### src/rtl/rq_pkg.sv
package rq_pkg;
  localparam int RQ_DEPTH  = 16;
  localparam int RQ_SLOTS  = 3;
  localparam int RQ_MAX_BR = 3;
  localparam int RQ_TAG_W  = $clog2(RQ_DEPTH);
  localparam int RQ_CNT_W  = RQ_TAG_W + 1;
  localparam int RQ_NUM_W  = $clog2(RQ_SLOTS + 1);

  typedef logic [RQ_TAG_W-1:0] rqTag_t;

  // control decisions passed from rq_ctrl to rq_entries
  typedef struct packed {
    logic [RQ_SLOTS-1:0] allocEn;
    logic [RQ_SLOTS-1:0] allocBr;
    rqTag_t              tail;
    logic [RQ_NUM_W-1:0] retireN;
    rqTag_t              head;
    logic                squash;
    rqTag_t              squashTag;
    logic                clearAll;
  } rqStrobe_t;
endpackage

### src/rtl/rq_entries.sv
module rq_entries
  import rq_pkg::*;
(
  input  logic                clk,
  input  logic                rstN,
  input  rqStrobe_t           strobe,
  input  logic                finValid,
  input  rqTag_t              finTag,
  input  logic                finExc,
  input  logic                brValid,
  input  rqTag_t              brTag,
  output logic [RQ_DEPTH-1:0] entValid,
  output logic [RQ_DEPTH-1:0] entDone,
  output logic [RQ_DEPTH-1:0] entExc,
  output logic [RQ_DEPTH-1:0] entPend
);
  logic [RQ_DEPTH-1:0] younger, retHit, allocHit, allocIsBr;

  always_comb begin
    for (int i = 0; i < RQ_DEPTH; i++) begin
      // distance from head decides age, independent of wrap
      younger[i] = strobe.squash &&
                   ((rqTag_t'(i) - strobe.head) > (strobe.squashTag - strobe.head));
      retHit[i]  = int'(rqTag_t'(rqTag_t'(i) - strobe.head)) < int'(strobe.retireN);
      allocHit[i]  = 1'b0;
      allocIsBr[i] = 1'b0;
      for (int k = 0; k < RQ_SLOTS; k++) begin
        if (strobe.allocEn[k] && (rqTag_t'(strobe.tail + rqTag_t'(k)) == rqTag_t'(i))) begin
          allocHit[i]  = 1'b1;
          allocIsBr[i] = strobe.allocBr[k];
        end
      end
    end
  end

  always_ff @(posedge clk) begin
    if (!rstN) begin
      entValid <= '0;
      entDone  <= '0;
      entExc   <= '0;
      entPend  <= '0;
    end else begin
      for (int i = 0; i < RQ_DEPTH; i++) begin
        if (strobe.clearAll || younger[i] || retHit[i]) begin
          entValid[i] <= 1'b0;
        end else if (allocHit[i]) begin
          entValid[i] <= 1'b1;
          entDone[i]  <= 1'b0;
          entExc[i]   <= 1'b0;
          entPend[i]  <= allocIsBr[i];
        end else if (entValid[i]) begin
          if (finValid && (finTag == rqTag_t'(i))) begin
            entDone[i] <= 1'b1;
            entExc[i]  <= finExc;
          end
          if (brValid && (brTag == rqTag_t'(i)) && entPend[i]) begin
            entDone[i] <= 1'b1;
            entPend[i] <= 1'b0;
          end
        end
      end
    end
  end

  // a granted slot always lands on a free entry
  a_r2_alloc_into_free: assert property (@(posedge clk) disable iff (!rstN)
    (allocHit & entValid) == '0);
endmodule

### src/rtl/rq_ctrl.sv
module rq_ctrl
  import rq_pkg::*;
(
  input  logic                         clk,
  input  logic                         rstN,
  input  logic [RQ_NUM_W-1:0]          allocCount,
  input  logic [RQ_SLOTS-1:0]          allocBranch,
  input  logic                         brValid,
  input  rqTag_t                       brTag,
  input  logic                         brMispred,
  input  logic [RQ_DEPTH-1:0]          entValid,
  input  logic [RQ_DEPTH-1:0]          entDone,
  input  logic [RQ_DEPTH-1:0]          entExc,
  input  logic [RQ_DEPTH-1:0]          entPend,
  output logic                         allocGrant,
  output logic [RQ_SLOTS*RQ_TAG_W-1:0] allocTags,
  output logic [RQ_NUM_W-1:0]          retireCount,
  output logic [RQ_SLOTS*RQ_TAG_W-1:0] retireTags,
  output logic                         excRaise,
  output rqTag_t                       excTag,
  output logic                         squashYoung,
  output rqTag_t                       squashTag,
  output rqStrobe_t                    strobe
);
  rqTag_t              headQ, tailQ;
  logic [RQ_CNT_W-1:0] cntQ, keepCnt;
  logic [RQ_NUM_W-1:0] retN, allocN;
  logic [RQ_SLOTS-1:0] reqMask;
  int                  unres, brReq;
  logic                fits, branchOk;

  always_comb begin : retire_scan
    logic   stop;
    rqTag_t idx;
    retN = '0;
    stop = 1'b0;
    for (int k = 0; k < RQ_SLOTS; k++) begin
      idx = headQ + rqTag_t'(k);
      if (!stop && (RQ_CNT_W'(k) < cntQ) && entDone[idx] && !entExc[idx])
        retN = retN + RQ_NUM_W'(1);
      else
        stop = 1'b1;
    end
  end

  always_comb begin
    for (int k = 0; k < RQ_SLOTS; k++) reqMask[k] = RQ_NUM_W'(k) < allocCount;
  end

  assign excRaise    = (cntQ != '0) && entDone[headQ] && entExc[headQ];
  assign excTag      = headQ;
  assign squashYoung = brValid && brMispred && entValid[brTag] && entPend[brTag] && !excRaise;
  assign squashTag   = brTag;
  assign unres       = $countones(entValid & entPend);
  assign brReq       = $countones(allocBranch & reqMask);
  assign fits        = (int'(cntQ) + int'(allocCount)) <= RQ_DEPTH;
  assign branchOk    = (unres + brReq) <= RQ_MAX_BR;
  assign allocGrant  = fits && branchOk && !excRaise && !squashYoung;
  assign allocN      = allocGrant ? allocCount : '0;
  assign retireCount = retN;
  assign keepCnt     = {1'b0, rqTag_t'(brTag - headQ)} + RQ_CNT_W'(1);

  generate
    for (genvar g = 0; g < RQ_SLOTS; g++) begin : g_slot
      assign allocTags[g*RQ_TAG_W +: RQ_TAG_W]  = tailQ + rqTag_t'(g);
      assign retireTags[g*RQ_TAG_W +: RQ_TAG_W] = headQ + rqTag_t'(g);
    end
  endgenerate

  always_comb begin
    strobe.allocEn   = allocGrant ? reqMask : '0;
    strobe.allocBr   = allocBranch;
    strobe.tail      = tailQ;
    strobe.retireN   = retN;
    strobe.head      = headQ;
    strobe.squash    = squashYoung;
    strobe.squashTag = brTag;
    strobe.clearAll  = excRaise;
  end

  always_ff @(posedge clk) begin
    if (!rstN) begin
      headQ <= '0;
      tailQ <= '0;
      cntQ  <= '0;
    end else if (excRaise) begin
      tailQ <= headQ;
      cntQ  <= '0;
    end else begin
      headQ <= headQ + rqTag_t'(retN);
      if (squashYoung) begin
        tailQ <= brTag + rqTag_t'(1);
        cntQ  <= keepCnt - RQ_CNT_W'(retN);
      end else begin
        tailQ <= tailQ + rqTag_t'(allocN);
        cntQ  <= cntQ + RQ_CNT_W'(allocN) - RQ_CNT_W'(retN);
      end
    end
  end

  // occupancy never exceeds the queue depth
  a_r2_occupancy_bound: assert property (@(posedge clk) disable iff (!rstN)
    cntQ <= RQ_CNT_W'(RQ_DEPTH));
  // unresolved branch limit
  a_r8_branch_cap: assert property (@(posedge clk) disable iff (!rstN)
    unres <= RQ_MAX_BR);
  // a retiring head entry is really present and finished
  a_r3_head_ready: assert property (@(posedge clk) disable iff (!rstN)
    (retireCount != '0) |-> (entValid[headQ] && entDone[headQ]));
  // exception blocks retirement and allocation
  a_r5_exc_blocks: assert property (@(posedge clk) disable iff (!rstN)
    excRaise |-> ((retireCount == '0) && !allocGrant));
  // every entry is gone after an exception
  a_r5_exc_empties: assert property (@(posedge clk) disable iff (!rstN)
    excRaise |=> ((cntQ == '0) && (entValid == '0)));
  // tail restarts just past the mispredicted branch
  a_r7_squash_tail: assert property (@(posedge clk) disable iff (!rstN)
    squashYoung |=> (tailQ == rqTag_t'($past(brTag) + rqTag_t'(1))));
  // the net count agrees with the occupied entries
  a_r10_occupancy_tracks: assert property (@(posedge clk) disable iff (!rstN)
    int'(cntQ) == $countones(entValid));
endmodule

### src/rtl/retire_queue.sv
module retire_queue
  import rq_pkg::*;
(
  input  logic                         clk,
  input  logic                         rstN,
  input  logic [RQ_NUM_W-1:0]          allocCount,
  input  logic [RQ_SLOTS-1:0]          allocBranch,
  output logic                         allocGrant,
  output logic [RQ_SLOTS*RQ_TAG_W-1:0] allocTags,
  input  logic                         finValid,
  input  logic [RQ_TAG_W-1:0]          finTag,
  input  logic                         finExc,
  input  logic                         brValid,
  input  logic [RQ_TAG_W-1:0]          brTag,
  input  logic                         brMispred,
  output logic [RQ_NUM_W-1:0]          retireCount,
  output logic [RQ_SLOTS*RQ_TAG_W-1:0] retireTags,
  output logic                         excRaise,
  output logic [RQ_TAG_W-1:0]          excTag,
  output logic                         squashYoung,
  output logic [RQ_TAG_W-1:0]          squashTag
);
  rqStrobe_t           strobe;
  logic [RQ_DEPTH-1:0] entValid, entDone, entExc, entPend;

  rq_ctrl i_ctrl (
    .clk(clk), .rstN(rstN), .allocCount(allocCount), .allocBranch(allocBranch),
    .brValid(brValid), .brTag(brTag), .brMispred(brMispred),
    .entValid(entValid), .entDone(entDone), .entExc(entExc), .entPend(entPend),
    .allocGrant(allocGrant), .allocTags(allocTags), .retireCount(retireCount),
    .retireTags(retireTags), .excRaise(excRaise), .excTag(excTag),
    .squashYoung(squashYoung), .squashTag(squashTag), .strobe(strobe)
  );

  rq_entries i_entries (
    .clk(clk), .rstN(rstN), .strobe(strobe),
    .finValid(finValid), .finTag(finTag), .finExc(finExc),
    .brValid(brValid), .brTag(brTag),
    .entValid(entValid), .entDone(entDone), .entExc(entExc), .entPend(entPend)
  );
endmodule

### config.mk
export PLATFORM = sky130hd
export DESIGN_NAME = retire_queue
export DESIGN_NICKNAME = d
export VERILOG_FILES = /design/src/rtl/rq_pkg.sv /design/src/rtl/rq_entries.sv /design/src/rtl/rq_ctrl.sv /design/src/rtl/retire_queue.sv
export SDC_FILE = /design/constraint.sdc
export NUM_CORES = 1
export LEC_CHECK = 0
export ABC_AREA = 1
export BUFFER_PORTS_ARGS = -buffer_cell sky130_fd_sc_hd__buf_2
export CORE_ASPECT_RATIO = 0.9
export CORE_UTILIZATION = 40
export DETAILED_ROUTE_END_ITERATION = 10
export GPL_TIMING_DRIVEN = 0
export PLACE_DENSITY = 0.67
export SLEW_MARGIN = 5
export SYNTH_ARGS = -nofsm -noshare
export SYNTH_HDL_FRONTEND = slang
export SYNTH_SLANG_ARGS = --single-unit
export TNS_END_PERCENT = 10
### constraint.sdc
create_clock -name clk -period 12.3 [get_ports clk]
set_input_delay 1.23 -clock clk [delete_from_list [all_inputs] [get_ports clk]]
set_output_delay 1.23 -clock clk [all_outputs]
set_load 0.05 [all_outputs]
==> results.tsv <==
stage	metric	value	unit
status	status	completed	
routing	DRT Pass-1 Iters	5	
worst_setup_path	Critical Path RT	11.07	ns
routing	wirelength, routed	35100	µm
final_layout	final net count	1686	
final_layout	most frequent cells in the layout	326 x nand2_1, 251 x inv_1, 166 x nand3_1	
sta	unrepaired setup endpoints after global routing	false	
yosys	Cell variety after synth	50	
placed_design	HPWL after DPL	27900	µm
routing	DR vias	10200	
pwr	total power	1.33	mW
worst_setup_path	reg2reg end	i_entries.entExc[15]$_SDFFE_PN0P_	
min_path	HP Class	flop to flop	
pwr	leak pwr	5.10	nW
routing	initial drt markers	978	
routing	vias per cell	5.49	
worst_setup_path	CP Class	input pin to output port	
sta	clock period minus worst slack	8.40	ns
worst_setup_path	crit-path max FO	10	
clock_network	Hold-fix buffers, CTS	0	
sta	Layout Skew	0.00746	ns
clock_network	TritonCTS clock tree	built	
sta	Hold Vio Cnt, Final	0	
sta	Max Transition Viols Final	0	
final_layout	Fillers	2443	
pwr	Pwr Density	131	nW/µm²
sta	Slew headroom	37.4	%
floorplanning	number of I/O pins	56	
clock_network	clock buffer depth	2	
floorplanning	Initial Utilization	40.8	%
worst_setup_path	critical path startpoint category	input pin	
sta	endpoints failing setup	0	
clock_network	Clock Tree Root	clkbuf_16	
yosys	Synth Instances	1487	
flow_run	maxcap violations	0	
routing	post-route ant nets	0	
yosys	Post-synth EDFFs	0	
sta	Least-Margin Pin Slew	0.936	ns
sta	Setup TNS Final	0	ns
floorplanning	total die area	23600	µm²
final_layout	commonest non-fill, non-tap cell in the layout	nand2_1	
yosys	#FFs+latches synth	77	
placed_design	Port Buf Inserts	52	
placed_design	routability cong.	0.993	
clock_network	worst skew pair latency	0.36	ns
sta	Final Cycle Share	68.3	%
final_layout	area of the multi-input gates	6310	µm²
min_path	hold depth	2	
min_path	worst hold start	i_entries.entDone[8]$_SDFFE_PN0P_	
pwr	VDD IR-drop max	0.000103	V
global_routing	global-route wire length before repair	53500	µm
clock_network	Setup Buffers After CTS	0	
yosys	Synth warnings	0	
floorplanning	Die X	162	µm
worst_setup_path	crit path DAT	7.17	ns
floorplanning	Die H	146	µm
clock_network	post-CTS sizing	0	
floorplanning	core area	22500	µm²
yosys	syn avg cell area	6.17	µm²
yosys	fraction of registers with async set/reset	0	%
sta	Max Fclk	119	MHz
clock_network	CTS sink cnt	77	
worst_setup_path	Critical Path End Type	output port	
yosys	Synth Cell Area	9180	µm²
worst_setup_path	flop-to-flop setup slack	5.77	ns
clock_network	CTS Buf Count	9	
yosys	net count after synthesis	1622	
yosys	dominant synthesized flop cell	dfxtp_1	
worst_setup_path	reg2reg path depth	28	
worst_setup_path	r2r startpoint	i_ctrl.excTag[0]$_SDFFE_PN0N_	
global_routing	total gr overflow	0	
final_layout	share of cells above drive strength 1	8.74	%
floorplanning	Std-Cell Rows	52	
final_layout	utilization after layout	45.1	%
final_layout	register area	1540	µm²
global_routing	initial antenna violation count	1	
final_layout	antenna diode count	0	
global_routing	vias in the first global route	9244	
global_routing	GRT Overall Usage	30.0	%
clock_network	CTS H-tree depth	3	
final_layout	Syn-to-layout area delta	10.7	%
routing	WL per Instance	18.9	µm
clock_network	Reg clk slew, reported paths	0.07	ns
min_path	Endpoint, Worst Hold	i_entries.entDone[8]$_SDFFE_PN0P_	
global_routing	largest net degree at the start of global routing	20	
yosys	sequential area share after synthesis	16.8	%
routing	DRC	0	
==> area by class of cell <==
cell class                 count  area share (%)
multi-input combinational   1087            62.1
clock buffer                  10            2.25
inverter                     262            9.71
sequential                    77            15.2
buffer                        61            3.51
clock inverter                 6           0.924
timing repair buffer          53            2.67
tap                          297            3.66
==> worst max path at each step <==
stage,from,end,slack (ns),depth (start not counted)
after floorplan,allocBranch[0],i_ctrl.cntQ[4]$_SDFF_PP0_,5.21,29
after global placement,allocBranch[0],allocGrant,4.08,21
after detailed placement,allocBranch[0],allocGrant,4.04,21
after CTS,allocBranch[0],allocGrant,4.01,21
after global routing,allocBranch[0],allocGrant,3.67,22
final,allocBranch[0],allocGrant,3.90,21
==> routing by layer <==
metal  share of wire, %  wire (µm)  track usage (%)  vias to the layer above
met5                  0          0                0                        -
met4                4.2       1480             12.7                        0
met3                9.8       3450             6.53                       84
met2                 43      15300             46.1                      501
met1                 42      14900             40.4                     4665
li1                   -          -                -                     4914
==> report_power, final <==
group          internal [mW]  total (mW)  switching, mW
sequential             0.287       0.324         0.0364
combinational          0.205       0.699          0.494
clock                  0.180       0.308          0.128
total                  0.672        1.33          0.658
==> Yosys cell counts (2+ instances only) <==
master | number | area share (%)
nand3_2 | 4 | 0.44
dfxtp_1 | 77 | 17
nand2_2 | 13 | 0.89
o21bai_1 | 9 | 0.74
a21oi_1 | 81 | 4.4
fa_1 | 23 | 5.0
buf_6 | 8 | 0.98
ha_1 | 93 | 13
a31oi_1 | 8 | 0.55
inv_1 | 251 | 10
nand4_1 | 67 | 4.6
nor2_2 | 2 | 0.14
clkbuf_1 | 26 | 1.1
nand3b_1 | 5 | 0.41
buf_4 | 14 | 1.1
o21a_1 | 3 | 0.25
nor2_1 | 156 | 6.4
nor3_1 | 22 | 1.2
and3_1 | 3 | 0.20
xnor2_1 | 9 | 0.86
nand3_1 | 166 | 9.1
clkinv_1 | 7 | 0.29
xor2_1 | 13 | 1.2
o22ai_1 | 6 | 0.41
nor2_8 | 2 | 0.44
o311ai_0 | 4 | 0.38
buf_2 | 11 | 0.60
and2_0 | 2 | 0.14
nand2_1 | 326 | 13
nor2_4 | 3 | 0.37
o21ai_0 | 41 | 2.2
o21ai_1 | 4 | 0.22
inv_2 | 3 | 0.12
nor4_1 | 2 | 0.14
o211ai_1 | 8 | 0.65
==> state kept, by name, indices dropped and copies added (netlist names) <==
name	count
i_ctrl.excTag	4
i_entries.entValid	16
i_entries.entDone	16
i_ctrl.tailQ	4
i_entries.entExc	16
i_ctrl.cntQ	5
i_entries.entPend	16
==> critical path: stages <==
cell and delay (ns):
clkbuf_1 0.34, clkinv_1 0.45, a21oi_1 0.36, ha_1 0.19
inv_1 0.05, fa_1 0.50, fa_1 0.52, fa_1 0.54
inv_1 0.05, fa_1 0.53, ha_1 0.17, inv_1 0.06
fa_1 0.47, inv_1 0.04, nor2_1 0.32, nand3_1 0.14
a21oi_1 0.21, nand2_2 0.12, nor2_8 0.24, buf_2 0.30
buf_2 0.31
==> kinds of logic (layout without fill, tap and decap cells) <==
family / after synthesis / after routing / synth area share (%)
AND/OR/NAND/NOR: 777 / 777 / 38.2
XOR/XNOR: 22 / 22 / 2.10
buffers and inverters: 323 / 392 / 14.6
flip-flops: 77 / 77 / 16.8
AO/OA/AOI/OAI: 172 / 172 / 10.6
adder cells (fa/ha/maj): 116 / 116 / 17.7
==> metrics by stage <==
step / cell area (µm²) / std cells / worst slack, ns / hold slack [ns]
after CTS: 10200 / 1853 / 4.01 / 0.479
final: 10200 / 1853 / 3.90 / 0.488
after floorplan: 9180 / 1487 / 5.21 / 0.439
after detailed placement: 9830 / 1837 / 4.04 / 0.470
after global routing: 10200 / 1853 / 3.67 / 0.506
after global placement: 9810 / 1836 / 4.08 / 0.472
Note: power is estimated with default switching activity, not from simulation.
